<file path="src/rtl/irqc_pkg.sv">
package irqc_pkg;
  localparam int DATA_W  = 8;
  localparam int NUM_SOCK = 2;
  localparam int CTRL_W  = 5;

  // Field order matches the register bit positions (bit 4 down to bit 0)
  typedef struct packed {
    logic [NUM_SOCK-1:0] func_lvl;  // bit 4 = socket B, bit 3 = socket A
    logic                w1c_mode;  // bit 2
    logic                csc_lvl;   // bit 1
    logic                pwr_en;    // bit 0
  } ctrl_t;
endpackage

</file>
<file path="src/rtl/irqc_ctrl_reg.sv">
module irqc_ctrl_reg
  import irqc_pkg::*;
(
  input  logic              clk,
  input  logic              rst,
  input  logic              wr_en,
  input  logic [CTRL_W-1:0] wdata,
  output ctrl_t             ctrl
);
  always_ff @(posedge clk) begin
    if (rst)        ctrl <= '0;
    else if (wr_en) ctrl <= ctrl_t'(wdata);
  end


  ctrl_write_chk: assert property (@(posedge clk) disable iff (rst)
    wr_en |=> (ctrl == $past(wdata)));
endmodule

</file>
<file path="src/rtl/irqc_flag_bank.sv">
module irqc_flag_bank #(
  parameter int FLAG_W = 4
) (
  input  logic              clk,
  input  logic              rst,
  input  logic              sock_rst,
  input  logic [FLAG_W-1:0] evt,
  input  logic              rd_hit,
  input  logic              wr_hit,
  input  logic [FLAG_W-1:0] wdata,
  input  logic              w1c,
  output logic [FLAG_W-1:0] flags
);
  logic [FLAG_W-1:0] clr;

  always_comb begin
    if (w1c) clr = wr_hit ? wdata : '0;
    else     clr = rd_hit ? '1 : '0;
  end

  always_ff @(posedge clk) begin
    if (rst || sock_rst) flags <= '0;
    else                 flags <= (flags & ~clr) | evt;
  end


  evt_sticky_chk: assert property (@(posedge clk) disable iff (rst)
    ((|evt) && !sock_rst) |=> ((flags & $past(evt)) == $past(evt)));


  clr_on_read_chk: assert property (@(posedge clk) disable iff (rst)
    (rd_hit && !w1c && (evt == '0) && !sock_rst) |=> (flags == '0));
endmodule

</file>
<file path="src/rtl/irqc_irq_out.sv">
module irqc_irq_out #(
  parameter int W = 4
) (
  input  logic         clk,
  input  logic         rst,
  input  logic         lvl_mode,
  input  logic [W-1:0] src,
  output logic         irq
);
  logic [W-1:0] prev;
  logic         fresh;

  assign fresh = |(src & ~prev);

  always_ff @(posedge clk) begin
    if (rst) begin
      prev <= '0;
      irq  <= 1'b0;
    end else begin
      prev <= src;
      irq  <= lvl_mode ? (|src) : fresh;
    end
  end


  level_follow_chk: assert property (@(posedge clk) disable iff (rst)
    (lvl_mode && (|src)) |=> irq);


  edge_quiet_chk: assert property (@(posedge clk) disable iff (rst)
    (!lvl_mode && ((src & ~prev) == '0)) |=> !irq);
endmodule

</file>
<file path="src/rtl/dual_sock_irq_ctrl.sv">
module dual_sock_irq_ctrl
  import irqc_pkg::*;
#(
  parameter int         ADDR_W    = 8,
  parameter int         FLAG_W    = 4,
  parameter logic [7:0] CTRL_ADDR = 8'h1E,
  parameter logic [7:0] FLAG_BASE = 8'h04
) (
  input  logic                       clk,
  input  logic                       rst,
  input  logic [NUM_SOCK-1:0]        sock_rst,
  input  logic                       bus_wr,
  input  logic                       bus_rd,
  input  logic [ADDR_W-1:0]          bus_addr,
  input  logic [DATA_W-1:0]          bus_wdata,
  output logic [DATA_W-1:0]          bus_rdata,
  input  logic [NUM_SOCK*FLAG_W-1:0] csc_evt,
  input  logic [NUM_SOCK-1:0]        func_req,
  input  logic                       card_access,
  output logic [NUM_SOCK-1:0]        func_irq,
  output logic [NUM_SOCK-1:0]        csc_irq,
  output logic                       pwr_down
);
  ctrl_t               ctrl;
  logic                ctrl_hit;
  logic [NUM_SOCK-1:0] flag_hit;
  logic [FLAG_W-1:0]   flags [NUM_SOCK];
  logic [DATA_W-1:0]   rd_mux;
  logic                unused_wbits;

  assign unused_wbits = ^bus_wdata[DATA_W-1:CTRL_W];
  assign ctrl_hit     = (bus_addr == ADDR_W'(CTRL_ADDR));

  irqc_ctrl_reg u_ctrl (
    .clk   (clk),
    .rst   (rst),
    .wr_en (bus_wr && ctrl_hit),
    .wdata (bus_wdata[CTRL_W-1:0]),
    .ctrl  (ctrl)
  );

  for (genvar s = 0; s < NUM_SOCK; s++) begin : g_sock
    assign flag_hit[s] = (bus_addr == ADDR_W'(FLAG_BASE + s));

    irqc_flag_bank #(.FLAG_W(FLAG_W)) u_flags (
      .clk      (clk),
      .rst      (rst),
      .sock_rst (sock_rst[s]),
      .evt      (csc_evt[s*FLAG_W +: FLAG_W]),
      .rd_hit   (bus_rd && flag_hit[s]),
      .wr_hit   (bus_wr && flag_hit[s]),
      .wdata    (bus_wdata[FLAG_W-1:0]),
      .w1c      (ctrl.w1c_mode),
      .flags    (flags[s])
    );

    irqc_irq_out #(.W(FLAG_W)) u_csc_irq (
      .clk      (clk),
      .rst      (rst),
      .lvl_mode (ctrl.csc_lvl),
      .src      (flags[s]),
      .irq      (csc_irq[s])
    );

    irqc_irq_out #(.W(1)) u_func_irq (
      .clk      (clk),
      .rst      (rst),
      .lvl_mode (ctrl.func_lvl[s]),
      .src      (func_req[s]),
      .irq      (func_irq[s])
    );
  end

  always_comb begin
    rd_mux = '0;
    if (ctrl_hit) rd_mux = DATA_W'(ctrl);
    for (int s = 0; s < NUM_SOCK; s++)
      if (flag_hit[s]) rd_mux = DATA_W'(flags[s]);
  end

  always_ff @(posedge clk) begin
    if (rst) begin
      bus_rdata <= '0;
      pwr_down  <= 1'b0;
    end else begin
      if (bus_rd) bus_rdata <= rd_mux;
      pwr_down <= ctrl.pwr_en && !card_access;
    end
  end


  access_wake_chk: assert property (@(posedge clk) disable iff (rst)
    card_access |=> !pwr_down);
endmodule

</file>
<file path="config.mk">
export PLATFORM = sky130hd
export DESIGN_NAME = dual_sock_irq_ctrl
export DESIGN_NICKNAME = d
export VERILOG_FILES = /design/src/rtl/irqc_pkg.sv /design/src/rtl/irqc_ctrl_reg.sv /design/src/rtl/irqc_flag_bank.sv /design/src/rtl/irqc_irq_out.sv /design/src/rtl/dual_sock_irq_ctrl.sv
export SDC_FILE = /design/constraint.sdc
export NUM_CORES = 1
export LEC_CHECK = 0
export BUFFER_PORTS_ARGS = -buffer_cell sky130_fd_sc_hd__buf_4
export CAP_MARGIN = 10
export CELL_PAD_IN_SITES_DETAIL_PLACEMENT = 0
export CELL_PAD_IN_SITES_GLOBAL_PLACEMENT = 1
export CORE_ASPECT_RATIO = 0.7
export CORE_MARGIN = 5
export CORE_UTILIZATION = 38
export DETAILED_ROUTE_END_ITERATION = 10
export GPL_TIMING_DRIVEN = 0
export PLACE_DENSITY = 0.84
export SYNTH_ARGS = -nofsm -noshare
export SYNTH_HDL_FRONTEND = slang
export SYNTH_SLANG_ARGS = --single-unit
</file>
<file path="constraint.sdc">
create_clock -name clk -period 3.03 [get_ports clk]
set_clock_uncertainty 0.15 [all_clocks]
set_input_delay 0.1515 -clock clk [delete_from_list [all_inputs] [get_ports clk]]
set_output_delay 0.1515 -clock clk [all_outputs]
set_load 0.02 [all_outputs]
</file>
==> Implementation_results.wiki, run 1 <==
{| class="wikitable"
! Metric !! Value
|-
| CTS H-Tree Depth || 2
|-
| Power Dens Cells || 449 mW/mm^2
|-
| Crit-path leading delay family || buffers and inverters
|-
| Max Buffers Root-to-Sink || 2
|-
| Post-synth design cell area || 0.00135 mm^2
|-
| Io pins || 46
|-
| Sequential element share of the synthesized area || 0.491
|-
| Worst Setup End Kind || register
|-
| Final critical-path required period || 1.85 ns
|-
| Clock transition at the register clock pins on the worst setup and hold paths after CTS || 0.07 ns
|-
| Crit path capture || g_sock[0].u_flags.flags[2]
|-
| Number of unique standard cell types used by synthesis || 31
|-
| Initial antenna violation count || 0
|-
| Worst-case register-to-register setup slack || 1.18 ns
|-
| Synthesis-to-layout area growth || 48.0%
|-
| Global Route Usage Sum || 0.146
|-
| Critical R2R Launch || u_ctrl.ctrl[2]
|-
| Maximum fanout along the worst path || 7
|-
| Synthesized instance count || 144
|-
| Worst supply voltage drop on vdd || 0.000303 V
|-
| Final net count || 245
|-
| Worst setup SP type || register
|-
| Cell count along the critical path || 5
|-
| Routed wire length || 3330 um
|-
| Drt drc || 0
|-
| Iteration-0 DRC count of the detailed router || 76
|-
| Wire length of the first global-routing pass || 5270 um
|-
| RSZ-0062 raised after global routing || no
|-
| Clock root cell || sky130_fd_sc_hd__clkbuf_8
|-
| Area enclosed by the die boundary || 0.00485 mm^2
|-
| Count of max-cap constraint violations || 0
|-
| Fin. max-slew vios || 0
|-
| Vias in the first global route || 1207
|-
| Crit-path slowest cell || sky130_fd_sc_hd__dlygate4sd3_1
|-
| Layout fillers || 332
|-
| Total count of hold-check failures in the final report || 0
|-
| Gp weighted congestion || 0.791
|-
| Final Cycle Share || 0.609
|-
| # resized after CTS || 0
|-
| Number of synthesis warnings || 0
|-
| Total met3 wirelength after detailed routing || 272 um
|-
| Post-DRT Antenna Nets || 0
|-
| Num Clock Sinks || 33
|-
| Syn avg cell area || 9.34 um^2
|-
| Total negative setup slack || 0 ns
|-
| First-pass iteration count of the detailed router || 7
|-
| Slowest Stage Delay on Critical Path || 0.56 ns
|-
| Top library cells by usage in the layout, fill and taps aside || 46 x sky130_fd_sc_hd__buf_4, 33 x sky130_fd_sc_hd__dfxtp_1, 20 x sky130_fd_sc_hd__dlygate4sd3_1
|-
| Cells on worst reg2reg path || 5
|-
| Total vias in the final route || 1255
|-
| Highest attainable clock frequency || 542 MHz
|-
| Pin count of the biggest net entering global routing || 11
|-
| Initial Util || 0.388
|-
| Number of vias per cell || 4.77
|-
| Die Ht || 59.8 um
|-
| Met2 routed wirelength || 1540 um
|-
| Worst endpoint required time || 3.11 ns
|-
| Number of placement rows || 18
|-
| R2R Path End || g_sock[0].u_flags.flags[2]
|-
| Detailed Place HPWL || 2480 um
|-
| TritonCTS clock tree || done
|-
| Port Buf Inserts || 39
|-
| Total power after layout || 0.894 mW
|-
| Die Span X || 81.1 um
|-
| Overall overflow remaining after global route || 0
|-
| Total core area || 0.00347 mm^2
|-
| Critical Path AT || 1.92 ns
|-
| Commonest non-fill, non-tap cell in the layout || sky130_fd_sc_hd__buf_4
|-
| DR top layer || met4
|-
| Critical-path cell list || nor2b_1 > a31oi_1 > o21ai_0 > a21oi_1 > dlygate4sd3_1
|-
| Fraction of layout cells with a size suffix above 1 || 0.291
|-
| Number of storage elements in the synthesis netlist || 33
|-
| Crit Path Category || register to register
|-
| Cts bufs inserted || 5
|-
| Worst-Skew Late Latency || 0.28 ns
|-
| Buffers inserted by post-CTS timing repair || 0
|-
| Worst path buffer plus inverter count || 1
|-
| Average wire length per cell after detail routing || 12.7 um
|-
| Setup violations, final || 0
|-
| Antenna Diode Count || 0
|-
| Class of the worst hold path || input port to register
|-
| Leakage || 0.874 nW
|-
| Outcome || complete, no violations
|-
| Wl on met1 || 1490 um
|-
| Launch point of the worst path || u_ctrl.ctrl[2]
|}
==> sequential cells by signal, summed over array words and instances (netlist names) <==
| name | count |
|---|---|
| bus_rdata | 5 |
| g_sock.u_func_irq.prev | 2 |
| u_ctrl.ctrl | 5 |
| pwr_down | 1 |
| g_sock.u_csc_irq.irq | 2 |
| g_sock.u_csc_irq.prev | 8 |
| g_sock.u_flags.flags | 8 |
| g_sock.u_func_irq.irq | 2 |
==> layout make-up <==
type	count	area, um^2	area share
clock buffer	6	72.6	0.0365
tap	50	62.6	0.0314
multi-input combinational	84	557	0.280
timing repair buffer	59	493	0.248
sequential	33	661	0.332
buffer	11	67.6	0.0339
inverter	18	67.6	0.0339
clock inverter	2	10.0	0.00503
==> power breakdown <==
part | switching [mW] | internal, mW | total [mW]
clock | 0.148 | 0.159 | 0.307
sequential | 0.00968 | 0.450 | 0.460
combinational | 0.0549 | 0.0720 | 0.127
==> worst reg2reg max path, cell delays in order (launching register included) <==
cell	delay [ns]
sky130_fd_sc_hd__dfxtp_1	0.45
sky130_fd_sc_hd__nor2b_1	0.12
sky130_fd_sc_hd__a31oi_1	0.25
sky130_fd_sc_hd__o21ai_0	0.12
sky130_fd_sc_hd__a21oi_1	0.15
sky130_fd_sc_hd__dlygate4sd3_1	0.56
==> worst min path at each step <==
stage | from | cells past startpoint | slack (ns) | endpoint
2_1_floorplan | rst | 1 | 0.07 | g_sock[0].u_csc_irq.prev[0]
3_3_place_gp | card_access | 2 | 0.16 | pwr_down
3_5_place_dp | card_access | 2 | 0.17 | pwr_down
4_1_cts | sock_rst[0] | 3 | 0.002 | g_sock[0].u_flags.flags[1]
5_1_grt | sock_rst[0] | 3 | 0.006 | g_sock[0].u_flags.flags[1]
6_report | sock_rst[0] | 3 | 0.002 | g_sock[0].u_flags.flags[1]
==> Yosys cell counts (all sizes together) <==
| cell | count | share of area |
|---|---|---|
| conb | 1 | 0.0028 |
| o21ai | 8 | 0.030 |
| a21oi | 11 | 0.041 |
| nand4 | 1 | 0.0047 |
| mux2i | 5 | 0.037 |
| nand2b | 1 | 0.0047 |
| inv | 18 | 0.050 |
| nor3 | 1 | 0.0037 |
| o22ai | 2 | 0.0093 |
| a22o | 4 | 0.028 |
| a221oi | 2 | 0.013 |
| and4 | 1 | 0.0074 |
| nor2 | 13 | 0.036 |
| nor4b | 1 | 0.018 |
| nand3 | 2 | 0.011 |
| or2 | 2 | 0.0093 |
| a31oi | 4 | 0.019 |
| dfxtp | 33 | 0.49 |
| a211oi | 4 | 0.022 |
| a22oi | 4 | 0.022 |
| and3 | 1 | 0.0084 |
| clkbuf | 4 | 0.011 |
| nor2b | 7 | 0.033 |
| nand2 | 1 | 0.0028 |
| a21boi | 2 | 0.011 |
| o41ai | 2 | 0.013 |
| nor3b | 1 | 0.0056 |
| buf | 7 | 0.039 |
| nor4 | 1 | 0.016 |
==> per-stage QoR <==
stage	cells	hold WS, ns	area, um^2	util	setup slack (ns)
finish	263	0.00182	1990	0.574	1.18
global route	263	0.00578	1990	0.574	1.05
CTS	263	0.00241	1990	0.574	1.20
detailed placement	235	0.171	1710	0.492	1.38
global placement	235	0.164	1710	0.492	1.46
floorplan	146	0.0731	1350	-	1.71
==> logic make-up (layout without fill, tap and decap cells) <==
kind of cell / Yosys count / in the layout / share of synthesized area
AOI/OAI and AO/OA: 43 / 43 / 0.208
other: 1 / 3 / 0.00279
DFF: 33 / 33 / 0.491
buffers and inverters: 29 / 96 / 0.100
muxes: 5 / 5 / 0.0372
and+or+nand+nor: 33 / 33 / 0.160
==> routing by layer <==
metal	GRT usage	up-vias
met2	0.239	45
met3	0.0422	4
met1	0.183	581
met5	0	-
met4	0.0578	0
li1	-	625
==> repair_timing <==
| action | in CTS | in global routing |
|---|---|---|
| endpoints found under the setup margin | 0 | 0 |
| hold buffers | 20 | 0 |
| endpoints found under the hold margin | 17 | 0 |
No activity file was read; power rests on OpenSTA's default activity.
==> run 2, diff against run 1 <==
- CORE_UTILIZATION: 38 -> 36
- PLACE_DENSITY: 0.84 -> 0.8
- clock period: 3.03 -> 1.8 ns (I/O delays scaled with it)
==> run 2 against run 1 <==
Cell count up 3.4%. Critical path depth unchanged. Critical path type is now input port to register. Worst setup slack worse by 1.1 ns. Wire length up 11%. Register-to-register slack worse by 1.1 ns. Sequential power up 68%. Worst hold slack better by 0.13 ns. Utilization up 1.6 points.
==> Implementation_results.wiki, run 2 (same netlist as run 1, synthesis figures left out) <==
{| class="wikitable"
! Metric !! Value
|-
| Outcome || complete, no violations (unchanged)
|-
| Crit-path slowest cell || sky130_fd_sc_hd__dlygate4sd3_1 (unchanged)
|-
| Worst setup SP type || input port (was register)
|-
| Reported net switching power || 0.362 mW (was 0.213 mW)
|-
| Worst Setup End Kind || register (unchanged)
|-
| Power Dens Cells || 727 mW/mm^2 (was 449 mW/mm^2)
|-
| Io pins || 46 (unchanged)
|-
| Critical Path AT || 1.81 ns (was 1.92 ns)
|-
| Total negative setup slack || 0 ns (unchanged)
|-
| Number of vias per cell || 4.74 (was 4.77)
|-
| Class of the worst hold path || input port to register (unchanged)
|-
| CTS H-Tree Depth || 2 (unchanged)
|-
| Worst endpoint required time || 1.87 ns (was 3.11 ns)
|-
| Total count of hold-check failures in the final report || 0 (unchanged)
|-
| Overall overflow remaining after global route || 0 (unchanged)
|-
| Clock root cell || sky130_fd_sc_hd__clkbuf_8 (unchanged)
|-
| Total vias in the final route || 1290 (was 1255)
|-
| Worst supply voltage drop on vdd || 0.000523 V (was 0.000303 V)
|-
| Crit-path leading delay family || buffers and inverters (unchanged)
|-
| Top library cells by usage in the layout, fill and taps aside || 51 x sky130_fd_sc_hd__buf_4, 32 x sky130_fd_sc_hd__dfxtp_1, 23 x sky130_fd_sc_hd__dlygate4sd3_1 (was 46 x sky130_fd_sc_hd__buf_4, 33 x sky130_fd_sc_hd__dfxtp_1, 20 x sky130_fd_sc_hd__dlygate4sd3_1)
|-
| Maximum fanout along the worst path || 7 (unchanged)
|-
| Worst-Skew Late Latency || 0.28 ns (about the same)
|-
| Total power after layout || 1.52 mW (was 0.894 mW)
|-
| Summed area of non-filler cells in the final layout || 0.00210 mm^2 (was 0.00199 mm^2)
|-
| GR Layer Usage met1 || 0.196 (was 0.183)
|-
| Commonest non-fill, non-tap cell in the layout || sky130_fd_sc_hd__buf_4 (unchanged)
|-
| Final net count || 254 (was 245)
|-
| Met2 demand-to-capacity share in global routing || 0.244 (was 0.239)
|-
| Gp weighted congestion || 0.834 (was 0.791)
|-
| Synthesis-to-layout area growth || 56.0% (was 48.0%)
|-
| Initial Util || 0.378 (was 0.388)
|-
| Total internal power || 1.16 mW (was 0.681 mW)
|-
| Setup violations, final || 0 (unchanged)
|-
| Instance area after placement || 0.00171 mm^2 (unchanged)
|-
| TritonCTS clock tree || done (unchanged)
|-
| Global Route Usage Sum || 0.156 (was 0.146)
|-
| Wire length of the first global-routing pass || 6130 um (was 5270 um)
|-
| Area enclosed by the die boundary || 0.00508 mm^2 (was 0.00485 mm^2)
|-
| Die Span X || 83.1 um (was 81.1 um)
|-
| Crit Path Category || input port to register (was register to register)
|-
| Leakage || 0.939 nW (was 0.874 nW)
|-
| Worst path buffer plus inverter count || 3 (was 1)
|-
| Iteration-0 DRC count of the detailed router || 70 (was 76)
|-
| Final Cycle Share || 0.965
|-
| Port Buf Inserts || 39 (unchanged)
|-
| Fin. max-slew vios || 0 (unchanged)
|-
| Layout fillers || 304 (was 332)
|-
| Final critical-path required period || 1.74 ns
|-
| Area taken by multi-input logic gates || 583 um^2 (was 557 um^2)
|-
| Detailed Place HPWL || 2570 um (was 2480 um)
|-
| Die Ht || 61.1 um (was 59.8 um)
|-
| Pin count of the biggest net entering global routing || 11 (unchanged)
|-
| Registers with the most flip-flops || g_sock.u_csc_irq.prev x8, g_sock.u_flags.flags x8 (unchanged)
|-
| Initial antenna violation count || 0 (unchanged)
|-
| Net switching share of the total power || 0.237 (was 0.238)
|-
| Clock network power share || 0.342 (was 0.344)
|-
| Routed wire length || 3700 um (was 3330 um)
|-
| Fraction of layout cells with a size suffix above 1 || 0.315 (was 0.291)
|-
| Antenna Diode Count || 0 (unchanged)
|-
| Register Area || 664 um^2 (was 661 um^2)
|-
| Number of placement rows || 18 (unchanged)
|-
| GR Util met3 || 0.0628 (was 0.0422)
|-
| Max Buffers Root-to-Sink || 2 (unchanged)
|-
| Vias in the first global route || 1304 (was 1207)
|-
| Sequential share of power || 0.507 (was 0.514)
|-
| Num Clock Sinks || 33 (unchanged)
|-
| Slowest Stage Delay on Critical Path || 0.55 ns (was 0.56 ns)
|-
| Drt drc || 0 (unchanged)
|-
| Clock transition at the register clock pins on the worst setup and hold paths after CTS || 0.06 ns (was 0.07 ns)
|-
| Share of power burned in combinational logic || 0.151 (was 0.142)
|-
| Highest attainable clock frequency || 576 MHz
|-
| Most common cell on crit path || sky130_fd_sc_hd__dlygate4sd3_1
|-
| First-pass iteration count of the detailed router || 4 (was 7)
|-
| Average wire length per cell after detail routing || 13.6 um (was 12.7 um)
|-
| Cts bufs inserted || 5 (unchanged)
|-
| Critical-path cell list || dlygate4sd3_1 > buf_4 > or2_2 > a21oi_1 > dlygate4sd3_1 (was nor2b_1 > a31oi_1 > o21ai_0 > a21oi_1 > dlygate4sd3_1)
|-
| Busiest layer in global routing || met2 (unchanged)
|-
| Post-DRT Antenna Nets || 0 (unchanged)
|-
| Total core area || 0.00356 mm^2 (was 0.00347 mm^2)
|-
| Count of max-cap constraint violations || 0 (unchanged)
|}
[run 2: stage by stage]
stage / hold slack, ns / worst slack (ns) / util / std cells
final: 0.131 / 0.0635 / 0.590 / 272
after global routing: 0.138 / -0.000243 / 0.590 / 272
after CTS: 0.00452 / 0.0184 / 0.570 / 267
after detailed placement: 0.109 / 0.203 / 0.480 / 235
after global placement: 0.104 / 0.283 / 0.480 / 235
after floorplan: 0.0116 / 0.546 / - / 146
[run 2: path summary, 6_finish.rpt]
check	cells after the start	endpoint	start	slack [ns]
worst min-delay path	5	bus_rdata[4]	bus_addr[7]	0.13
worst max register to register	5	g_sock[0].u_flags.flags[1]	u_ctrl.ctrl[2]	0.09
worst min register to register	1	g_sock[0].u_func_irq.irq	g_sock[0].u_func_irq.prev	0.27
worst max-delay path	5	g_sock[0].u_flags.flags[1]	rst	0.06
[run 2: timing repair]
action / CTS / global route
hold buffers: 24 / 0
setup endpoints to repair: 0 / 6
buffers inserted: 0 / 5
resized for setup: 0 / 9
endpoints found under the hold margin: 17 / 0
[run 2: power groups by stage]
stage / Sequential [mW] / Combinational, mW / Clock [mW]
6_report: 0.773 / 0.230 / 0.522
5_1_grt: 0.776 / 0.250 / 0.577
3_5_place_dp: 0.791 / 0.179 / 0
4_1_cts: 0.774 / 0.219 / 0.536
3_3_place_gp: 0.790 / 0.175 / 0
2_1_floorplan: 0.790 / 0.0836 / 0
[run 2: per-layer routing]
| layer | routed length, um | up-vias | share of wire |
|---|---|---|---|
| met3 | 281 | 8 | 0.076 |
| met4 | 73 | 0 | 0.020 |
| met5 | 0 | - | 0 |
| met1 | 1770 | 591 | 0.48 |
| met2 | 1570 | 45 | 0.43 |
| li1 | - | 646 | - |
[run 2: cell type report]
type / count / area share
buffer: 11 / 0.0322
clock buffer: 8 / 0.0382
inverter: 18 / 0.0322
timing repair buffer: 68 / 0.273
tap: 50 / 0.0298
multi-input combinational: 84 / 0.278
sequential: 33 / 0.317
[run 2: tightest hold or removal path, cell delays in order]
cell                      delay, ns
sky130_fd_sc_hd__buf_4         0.10
sky130_fd_sc_hd__nor4_4        0.05
sky130_fd_sc_hd__buf_4         0.13
sky130_fd_sc_hd__nand4_1       0.09
sky130_fd_sc_hd__a21oi_1       0.06
